## config.mk

```make
export PLATFORM = sky130hd
export DESIGN_NAME = qdac_serial_if
export DESIGN_NICKNAME = d
export VERILOG_FILES = /design/src/rtl/qdac_pkg.sv /design/src/rtl/qdac_sync.sv /design/src/rtl/qdac_serial_rx.sv /design/src/rtl/qdac_bank.sv /design/src/rtl/qdac_serial_if.sv
export SDC_FILE = /design/constraint.sdc
export NUM_CORES = 1
export LEC_CHECK = 0
export ABC_AREA = 1
export CAP_MARGIN = 20
export CORE_MARGIN = 5
export CORE_UTILIZATION = 35
export DETAILED_ROUTE_END_ITERATION = 7
export DONT_BUFFER_PORTS = 1
export PLACE_DENSITY = 0.56
export REMOVE_ABC_BUFFERS = 1
export SYNTH_ARGS = -nofsm -noshare
export SYNTH_HDL_FRONTEND = slang
export SYNTH_SLANG_ARGS = --single-unit
```

## constraint.sdc

```tcl
create_clock -name clk_i -period 2.9 [get_ports clk_i]
set_input_delay 0.58 -clock clk_i [delete_from_list [all_inputs] [get_ports clk_i]]
set_output_delay 0.58 -clock clk_i [all_outputs]
set_load 0.05 [all_outputs]
```

## src/rtl/qdac_pkg.sv

```systemverilog
package qdac_pkg;
  localparam int unsigned DEF_CHANNELS = 4;
  localparam int unsigned DEF_CODE_W   = 12;
  localparam int unsigned DEF_GAP_W    = 2;
  localparam int unsigned DEF_SYNC     = 2;

  typedef enum logic {
    CLR_TO_ZERO = 1'b0,
    CLR_TO_MID  = 1'b1
  } clr_mode_e;
endpackage

```

## src/rtl/qdac_sync.sv

```systemverilog
module qdac_sync #(
  parameter int unsigned WIDTH  = 1,
  parameter int unsigned STAGES = 2,
  parameter logic [WIDTH-1:0] RESET_VAL = '0
) (
  input  logic             clk_i,
  input  logic             rst_ni,
  input  logic [WIDTH-1:0] d_i,
  output logic [WIDTH-1:0] q_o
);
  logic [WIDTH-1:0] stage_q [STAGES];

  for (genvar s = 0; s < STAGES; s++) begin : g_stage
    if (s == 0) begin : g_first
      always_ff @(posedge clk_i or negedge rst_ni) begin
        if (!rst_ni) stage_q[0] <= RESET_VAL;
        else         stage_q[0] <= d_i;
      end
    end else begin : g_next
      always_ff @(posedge clk_i or negedge rst_ni) begin
        if (!rst_ni) stage_q[s] <= RESET_VAL;
        else         stage_q[s] <= stage_q[s-1];
      end
    end
  end

  assign q_o = stage_q[STAGES-1];
endmodule

```

## src/rtl/qdac_serial_rx.sv

```systemverilog
module qdac_serial_rx #(
  parameter int unsigned ADDR_W = 2,
  parameter int unsigned GAP_W  = 2,
  parameter int unsigned CODE_W = 12,
  localparam int unsigned FRAME_W = ADDR_W + GAP_W + CODE_W,
  localparam int unsigned CNT_W   = $clog2(FRAME_W + 2)
) (
  input  logic              clk_i,
  input  logic              rst_ni,
  input  logic              cs_n_s_i,
  input  logic              sclk_s_i,
  input  logic              sdi_s_i,
  output logic              frame_valid_o,
  output logic [ADDR_W-1:0] frame_addr_o,
  output logic [CODE_W-1:0] frame_code_o
);
  localparam logic [CNT_W-1:0] CNT_FULL = CNT_W'(FRAME_W);
  localparam logic [CNT_W-1:0] CNT_OVER = CNT_W'(FRAME_W + 1);

  logic               sclk_q, cs_n_q;
  logic [FRAME_W-1:0] shift_q;
  logic [CNT_W-1:0]   cnt_q;
  logic               sclk_rise, cs_rise;

  assign sclk_rise = sclk_s_i & ~sclk_q & ~cs_n_s_i;
  assign cs_rise   = cs_n_s_i & ~cs_n_q;

  always_ff @(posedge clk_i or negedge rst_ni) begin
    if (!rst_ni) begin
      sclk_q <= 1'b0;
      cs_n_q <= 1'b1;
    end else begin
      sclk_q <= sclk_s_i;
      cs_n_q <= cs_n_s_i;
    end
  end

  // count saturates one past a full frame so long frames stay rejected
  always_ff @(posedge clk_i or negedge rst_ni) begin
    if (!rst_ni) begin
      shift_q <= '0;
      cnt_q   <= '0;
    end else if (cs_n_s_i) begin
      cnt_q <= '0;
    end else if (sclk_rise) begin
      shift_q <= {shift_q[FRAME_W-2:0], sdi_s_i};
      if (cnt_q != CNT_OVER) cnt_q <= cnt_q + 1'b1;
    end
  end

  always_ff @(posedge clk_i or negedge rst_ni) begin
    if (!rst_ni) begin
      frame_valid_o <= 1'b0;
      frame_addr_o  <= '0;
      frame_code_o  <= '0;
    end else begin
      frame_valid_o <= cs_rise && (cnt_q == CNT_FULL);
      if (cs_rise) begin
        frame_addr_o <= shift_q[FRAME_W-1 -: ADDR_W];
        frame_code_o <= shift_q[CODE_W-1:0];
      end
    end
  end
endmodule

```

## src/rtl/qdac_bank.sv

```systemverilog
module qdac_bank #(
  parameter int unsigned CHANNELS = 4,
  parameter int unsigned CODE_W   = 12,
  localparam int unsigned ADDR_W  = $clog2(CHANNELS)
) (
  input  logic                             clk_i,
  input  logic                             rst_ni,
  input  logic                             frame_valid_i,
  input  logic [ADDR_W-1:0]                frame_addr_i,
  input  logic [CODE_W-1:0]                frame_code_i,
  input  logic                             load_act_i,
  input  logic                             clr_act_i,
  input  logic [CODE_W-1:0]                clr_code_i,
  output logic [CHANNELS-1:0]              wr_en_o,
  output logic [CHANNELS-1:0][CODE_W-1:0]  in_code_o,
  output logic [CHANNELS-1:0][CODE_W-1:0]  out_code_o
);
  for (genvar g = 0; g < CHANNELS; g++) begin : g_ch
    assign wr_en_o[g] = frame_valid_i && (frame_addr_i == ADDR_W'(g));

    always_ff @(posedge clk_i or negedge rst_ni) begin
      if (!rst_ni)         in_code_o[g] <= '0;
      else if (wr_en_o[g]) in_code_o[g] <= frame_code_i;
    end

    // clear wins over load; input side untouched by clear
    always_ff @(posedge clk_i or negedge rst_ni) begin
      if (!rst_ni)         out_code_o[g] <= '0;
      else if (clr_act_i)  out_code_o[g] <= clr_code_i;
      else if (load_act_i) out_code_o[g] <= in_code_o[g];
    end
  end
endmodule

```

## src/rtl/qdac_serial_if.sv

```systemverilog
module qdac_serial_if
  import qdac_pkg::*;
#(
  parameter int unsigned CHANNELS    = DEF_CHANNELS,
  parameter int unsigned CODE_W      = DEF_CODE_W,
  parameter int unsigned GAP_W       = DEF_GAP_W,
  parameter int unsigned SYNC_STAGES = DEF_SYNC
) (
  input  logic                            clk_i,
  input  logic                            rst_ni,
  input  logic                            cs_ni,
  input  logic                            sclk_i,
  input  logic                            sdi_i,
  input  logic                            load_ni,
  input  logic                            clr_ni,
  input  logic                            clr_sel_i,
  output logic [CHANNELS-1:0][CODE_W-1:0] dac_code_o
);
  localparam int unsigned ADDR_W = $clog2(CHANNELS);
  localparam logic [CODE_W-1:0] MID_CODE = CODE_W'(1) << (CODE_W - 1);

  logic [2:0]                      ser_s;
  logic                            load_s;
  logic                            load_act;
  logic                            clr_act;
  logic [CODE_W-1:0]               clr_code;
  logic                            frame_valid;
  logic [ADDR_W-1:0]               frame_addr;
  logic [CODE_W-1:0]               frame_code;
  logic [CHANNELS-1:0]             wr_en;
  logic [CHANNELS-1:0][CODE_W-1:0] in_code;
  logic [CHANNELS-1:0][CODE_W-1:0] out_q;
  clr_mode_e                       clr_mode;

  qdac_sync #(.WIDTH(3), .STAGES(SYNC_STAGES), .RESET_VAL(3'b001)) i_ser_sync (
    .clk_i (clk_i),
    .rst_ni(rst_ni),
    .d_i   ({sdi_i, sclk_i, cs_ni}),
    .q_o   (ser_s)
  );

  qdac_sync #(.WIDTH(1), .STAGES(SYNC_STAGES), .RESET_VAL(1'b1)) i_load_sync (
    .clk_i (clk_i),
    .rst_ni(rst_ni),
    .d_i   (load_ni),
    .q_o   (load_s)
  );

  assign load_act = ~load_s;
  assign clr_act  = ~clr_ni;
  assign clr_mode = clr_mode_e'(clr_sel_i);
  assign clr_code = (clr_mode == CLR_TO_MID) ? MID_CODE : '0;

  qdac_serial_rx #(.ADDR_W(ADDR_W), .GAP_W(GAP_W), .CODE_W(CODE_W)) i_rx (
    .clk_i        (clk_i),
    .rst_ni       (rst_ni),
    .cs_n_s_i     (ser_s[0]),
    .sclk_s_i     (ser_s[1]),
    .sdi_s_i      (ser_s[2]),
    .frame_valid_o(frame_valid),
    .frame_addr_o (frame_addr),
    .frame_code_o (frame_code)
  );

  qdac_bank #(.CHANNELS(CHANNELS), .CODE_W(CODE_W)) i_bank (
    .clk_i        (clk_i),
    .rst_ni       (rst_ni),
    .frame_valid_i(frame_valid),
    .frame_addr_i (frame_addr),
    .frame_code_i (frame_code),
    .load_act_i   (load_act),
    .clr_act_i    (clr_act),
    .clr_code_i   (clr_code),
    .wr_en_o      (wr_en),
    .in_code_o    (in_code),
    .out_code_o   (out_q)
  );

  // asynchronous override path, no clock edge required
  for (genvar g = 0; g < CHANNELS; g++) begin : g_out
    assign dac_code_o[g] = clr_act ? clr_code : out_q[g];
  end
endmodule

```

# Word level (Yosys, flattened, before mapping)
# Index checks and enable logic that the tools add are counted.
[classes]
add_sub_neg = 1
n_eq_ne = 6
n_mux = 16
bitwise_logic = 6
reduce_logical = 10
[ops]
columns = ["cell", "n"]
rows = [
  ["2-to-1 mux 12 bit", 13],
  ["2-to-1 mux 5 bit", 3],
  ["adder 5 x 1 -> 5 bit, second input constant", 1],
  ["equality test 5 bit, second input constant", 1],
  ["logical AND 1 bit", 5],
  ["!= test 5 bit, second input constant", 1],
  ["equality test 2 bit, second input constant", 2],
  ["AND reduction 2 bit", 2],
  ["nonzero test 2 bit", 2],
  ["bitwise AND 1 bit", 3],
  ["NOT 1 bit", 3],
  ["equality test 2 x 1 -> 1 bit, second input constant", 1],
  ["zero test 2 bit", 1],
  ["!= test 2 bit, second input constant", 1],
]
[word_totals]
reg_bits = 142
inputBits = 8
output_inout_bits = 48
wordCells = 58

# Depth between registers and ports, before layout
[logic_depth]
depth_word = 5
depth_mapped = 8
ltp_nobuf = 7

# Modules after synthesis
# From an unflattened synthesis, not the netlist that was laid out.
[hier_totals]
cells_unflattened = 727
area_unflattened_um2 = 6236.0
[by_module_without_submodules]
columns = ["mod", "instances", "cells_each", "area_each_um2", "seq_area_each_um2"]
rows = [
  ["qdac_bank", 1, 444, 4020.1, 2402.3],
  ["qdac_serial_rx", 1, 167, 1579.0, 952.2],
  ["qdac_serial_if", 1, 105, 409.1, 0.0],
  ["qdac_sync at i_ser_sync", 1, 9, 175.2, 152.6],
  ["qdac_sync at i_load_sync", 1, 2, 52.6, 52.6],
]

# Least setup slack after synthesis
# Ideal clock, no wire load.
[synth_path]
kind = "input port to output port"
from = "input clr_ni"
to = "output dac_code_o[11] (netlist name)"
arrival_time_ns = 2.031
required_ns = 2.320
setup_slack_ns = 0.289
stages = 4
path_buffers = 2
path_cell_list = "buf_2 -> buf_4 -> inv_1 -> o21ai_0"
[synth_lines]
columns = ["element", "line_no", "rtl"]
rows = [
  ["start: declaration", "qdac_serial_if.sv:15", "input logic clr_ni,"],
  ["end: declaration", "qdac_serial_if.sv:17", "output logic [CHANNELS-1:0][CODE_W-1:0] dac_code_o"],
]

==> results.md <==
| Parameter | Value | Unit |
|:---|:---|:---|
| Crit path required time | 2.32 | ns |
| Total placed cells including tap cells | 800 | - |
| Top cells by area in the synthesized netlist | dfrtp_1 (61%), nand2_1 (9.5%), o21ai_0 (6.3%), inv_1 (5.8%), a21oi_1 (4.0%) | - |
| Total Wirelength | 10.7 | mm |
| Share of post-route cells with drive strength above 1 | 8.93 | % |
| Crit path capture type | primary output | - |
| Grt met1 use | 14.9 | % |
| Slew at the pin closest to its max-slew limit | 0.977 | ns |
| Library cell occupying the most area in the post-synthesis netlist | dfrtp_1 | - |
| Wire length of the first global-routing pass | 18.5 | mm |
| Violated checks | negative hold slack | - |
| Post-Route Hold Slack | -0.142 | ns |
| Pre-Repair DR Iteration Count | 4 | - |
| Wire length per cell | 12.9 | microns |
| Rows | 46 | - |
| Met3 Use GR | 3.77 | % |
| Post-detailed-route count of antenna-violating nets | 0 | - |
| Max Slew Vio Count | 0 | - |
| Total count of hold-check failures in the final report | 137 | - |
| Register area share after synthesis | 63.7 | % |
| Tmin final | 1.80 | ns |
| Setup total negative slack | 0 | ns |
| Total standard cell area after synthesis | 0.00559 | sq mm |
| DRC Markers | 0 | - |
| Antenna violations before repair | 0 | - |
| Post-layout total power | 4.40 | mW |
| Core footprint | 0.0158 | sq mm |
| Gate count of the mapped netlist | 604 | - |
| Clock tree from TritonCTS | yes | - |
| Initial cell density of the core | 35.5 | % |
| Clock sink total | 142 | - |
| Number of top-level pins | 56 | - |
| H-tree level count | 4 | - |
| Clock root cell | clkbuf_16 | - |
| Pin count of the biggest net entering global routing | 143 | - |
| Post_cts resized | 0 | - |
| Number of maximum-capacitance violations | 0 | - |
| Fraction of post-synthesis cell area in the top cell type by area | 61.3 | % |
| Layout Nets | 614 | - |
| DRC violation total after the first TritonRoute iteration | 296 | - |
| Startpoint kind of the worst setup timing path | input pin | - |
| Class of the tightest hold or removal check | input pin to asynchronous set/reset pin | - |
| CTS buffer count | 17 | - |
| Global routing usage on met2 | 21.5 | % |
| Power density cells | 695 | mW/mm^2 |
| Via count of the first global-routing pass | 3838 | - |
| Outcome | complete, but fails checks | - |
| Relative area change from synthesis to final layout | 13.1 | % |
| Maximum fanout along the worst path | 51 | - |
| Clock latency reported for the late side of the worst-skew pair | 0.42 | ns |
| Leakage power summed over all cells | 3.27 | nW |
| Diodes inserted | 0 | - |
| Type of the setup path with the least slack | input pin to primary output | - |
| Peak supply drop | 0.000422 | V |
| Clock slew at the register clock pins of the worst setup and hold paths | 0.06 | ns |
| Count of flip-flops with a built-in enable after synthesis | 0 | - |
| Non-filler cells, final | 832 | - |
| Via Count | 3793 | - |
| Number of storage elements in the synthesis netlist | 142 | - |
| Yosys warns | 0 | - |
| Post-CTS Setup Bufs | 0 | - |
| Worst Skew | 0.00886 | ns |
| Leftover overflow at the end of global routing | 0 | - |
| Commonest cells in the netlist | nand2_1 (142), dfrtp_1 (137), inv_1 (86), o21ai_0 (70), nor2_1 (48) | - |
| Via-per-instance ratio | 4.56 | - |
| Maximum buffer depth of the clock tree | 2 | - |
| Tightest slew margin relative to the limit | 34.9 | % |
| Port Buffers | 0 | - |
| Chip Width | 136 | microns |
| Most common flop cell mapped by yosys | dfrtp_1 | - |
| Worst Path Arrival | 1.22 | ns |
| Synth cell types | 22 | - |
| F_max | 556 | MHz |
| Portion of the clock cycle consumed by the worst path in the final layout | 62.0 | % |
| Ys async rst share | 100 | % |
| Area enclosed by the die boundary | 0.0186 | sq mm |
| Layer with the highest usage | met2 | - |
| Total routing usage reported by global routing | 12.6 | % |
| Average footprint of a synthesized cell | 9.26 | sq um |
| Count of filler cells inserted in the layout | 1593 | - |
| Die height | 136 | microns |
| Post-DP HPWL | 6.81 | mm |
| Routability cong. | 0.739 | - |
| Unrepaired setup endpoints after global routing | false | - |
| Number of endpoints failing setup at the final stage | 0 | - |
| Most used standard cell by instance count after synthesis | nand2_1 | - |
metal layers:
metal,vias to the layer above,part of all wire [%],routed length [microns]
li1,1892,-,-
met1,1839,46,4910
met2,53,50,5400
met3,9,3.0,318
met4,0,1.0,111
met5,-,0,0
flip-flops by register name, indices dropped and copies added, names as in the netlist:
| name | flops |
|---|---|
| i_bank.in_code_o | 48 |
| i_bank.out_code_o | 48 |
| i_load_sync.q_o | 1 |
| i_load_sync.stage_q | 1 |
| i_rx.cnt_q | 5 |
| i_rx.cs_n_q | 1 |
| i_rx.frame_addr_o | 2 |
| i_rx.frame_code_o | 12 |
| i_rx.frame_valid_o | 1 |
| i_rx.sclk_q | 1 |
| i_rx.shift_q | 16 |
| i_ser_sync.q_o | 3 |
| i_ser_sync.stage_q | 3 |
power breakdown:
group | switching [mW] | internal [mW]
clock network | 0.796 | 1.17
logic | 0.232 | 0.0682
registers | 0.0432 | 2.08
total | 1.07 | 3.32
stage by stage:
step	util [%]	hold slack, ns	setup WS (ns)	cell area (sq um)
after detailed placement	36.6	0.287	1.10	5780
after global placement	36.6	0.288	1.16	5780
after global routing	40.1	-0.169	1.01	6330
after CTS	40.1	-0.167	1.11	6330
final	40.1	-0.142	1.10	6330
after floorplan	-	0.284	0.584	5430
cell families after synthesis:
| family | synth area share [%] |
|---|---|
| simple gates | 14.7 |
| flops | 63.7 |
| compound gates | 12.1 |
| buf+inv | 8.73 |
| fa+ha+maj | 0.671 |
| xor+xnor | 0.157 |
area by class of cell:
class	count	area, sq um	area share [%]
clock inverter	11	66.3	1.05
tap	216	270	4.27
timing repair buffer	10	75.1	1.19
multi-input combinational	344	1540	24.4
sequential	142	3560	56.3
clock buffer	21	480	7.59
inverter	88	330	5.22
worst max-delay path, cell delays in order:
cell and delay [ns]:
inv_1 0.11, nand2_1 0.17, o21ai_1 0.13, buf_4 0.22
path summary, 6_finish.rpt:
check	startpoint	end	slack [ns]	depth (start not counted)
min in group clk_i	cs_ni	i_ser_sync.stage_q[3]	0.16	0
worst max register to register	i_rx.sclk_q	i_rx.shift_q[5]	1.28	5
worst min register to register	i_ser_sync.stage_q[5]	i_ser_sync.q_o[2]	0.35	0
worst min-delay path	rst_ni	i_bank.in_code_o[3]	-0.14	0
worst max-delay path	clr_ni	dac_code_o[47]	1.10	4
max in group asynchronous	rst_ni	i_ser_sync.stage_q[3]	2.78	0
cells in the final DEF, fill, tap and decap left out, drive strengths merged:
cell type / count
nand2: 143
dfrtp: 137
inv: 88
o21ai: 80
nor2: 48
a21oi: 45
clkbuf: 21
nand3: 17
buf: 10
clkinv: 8
dfstp: 5
o211ai: 4
ha: 3
clkinvlp: 3
nand4: 2
or2: 1
xor2: 1
Note: power is estimated with default switching activity, not from simulation.
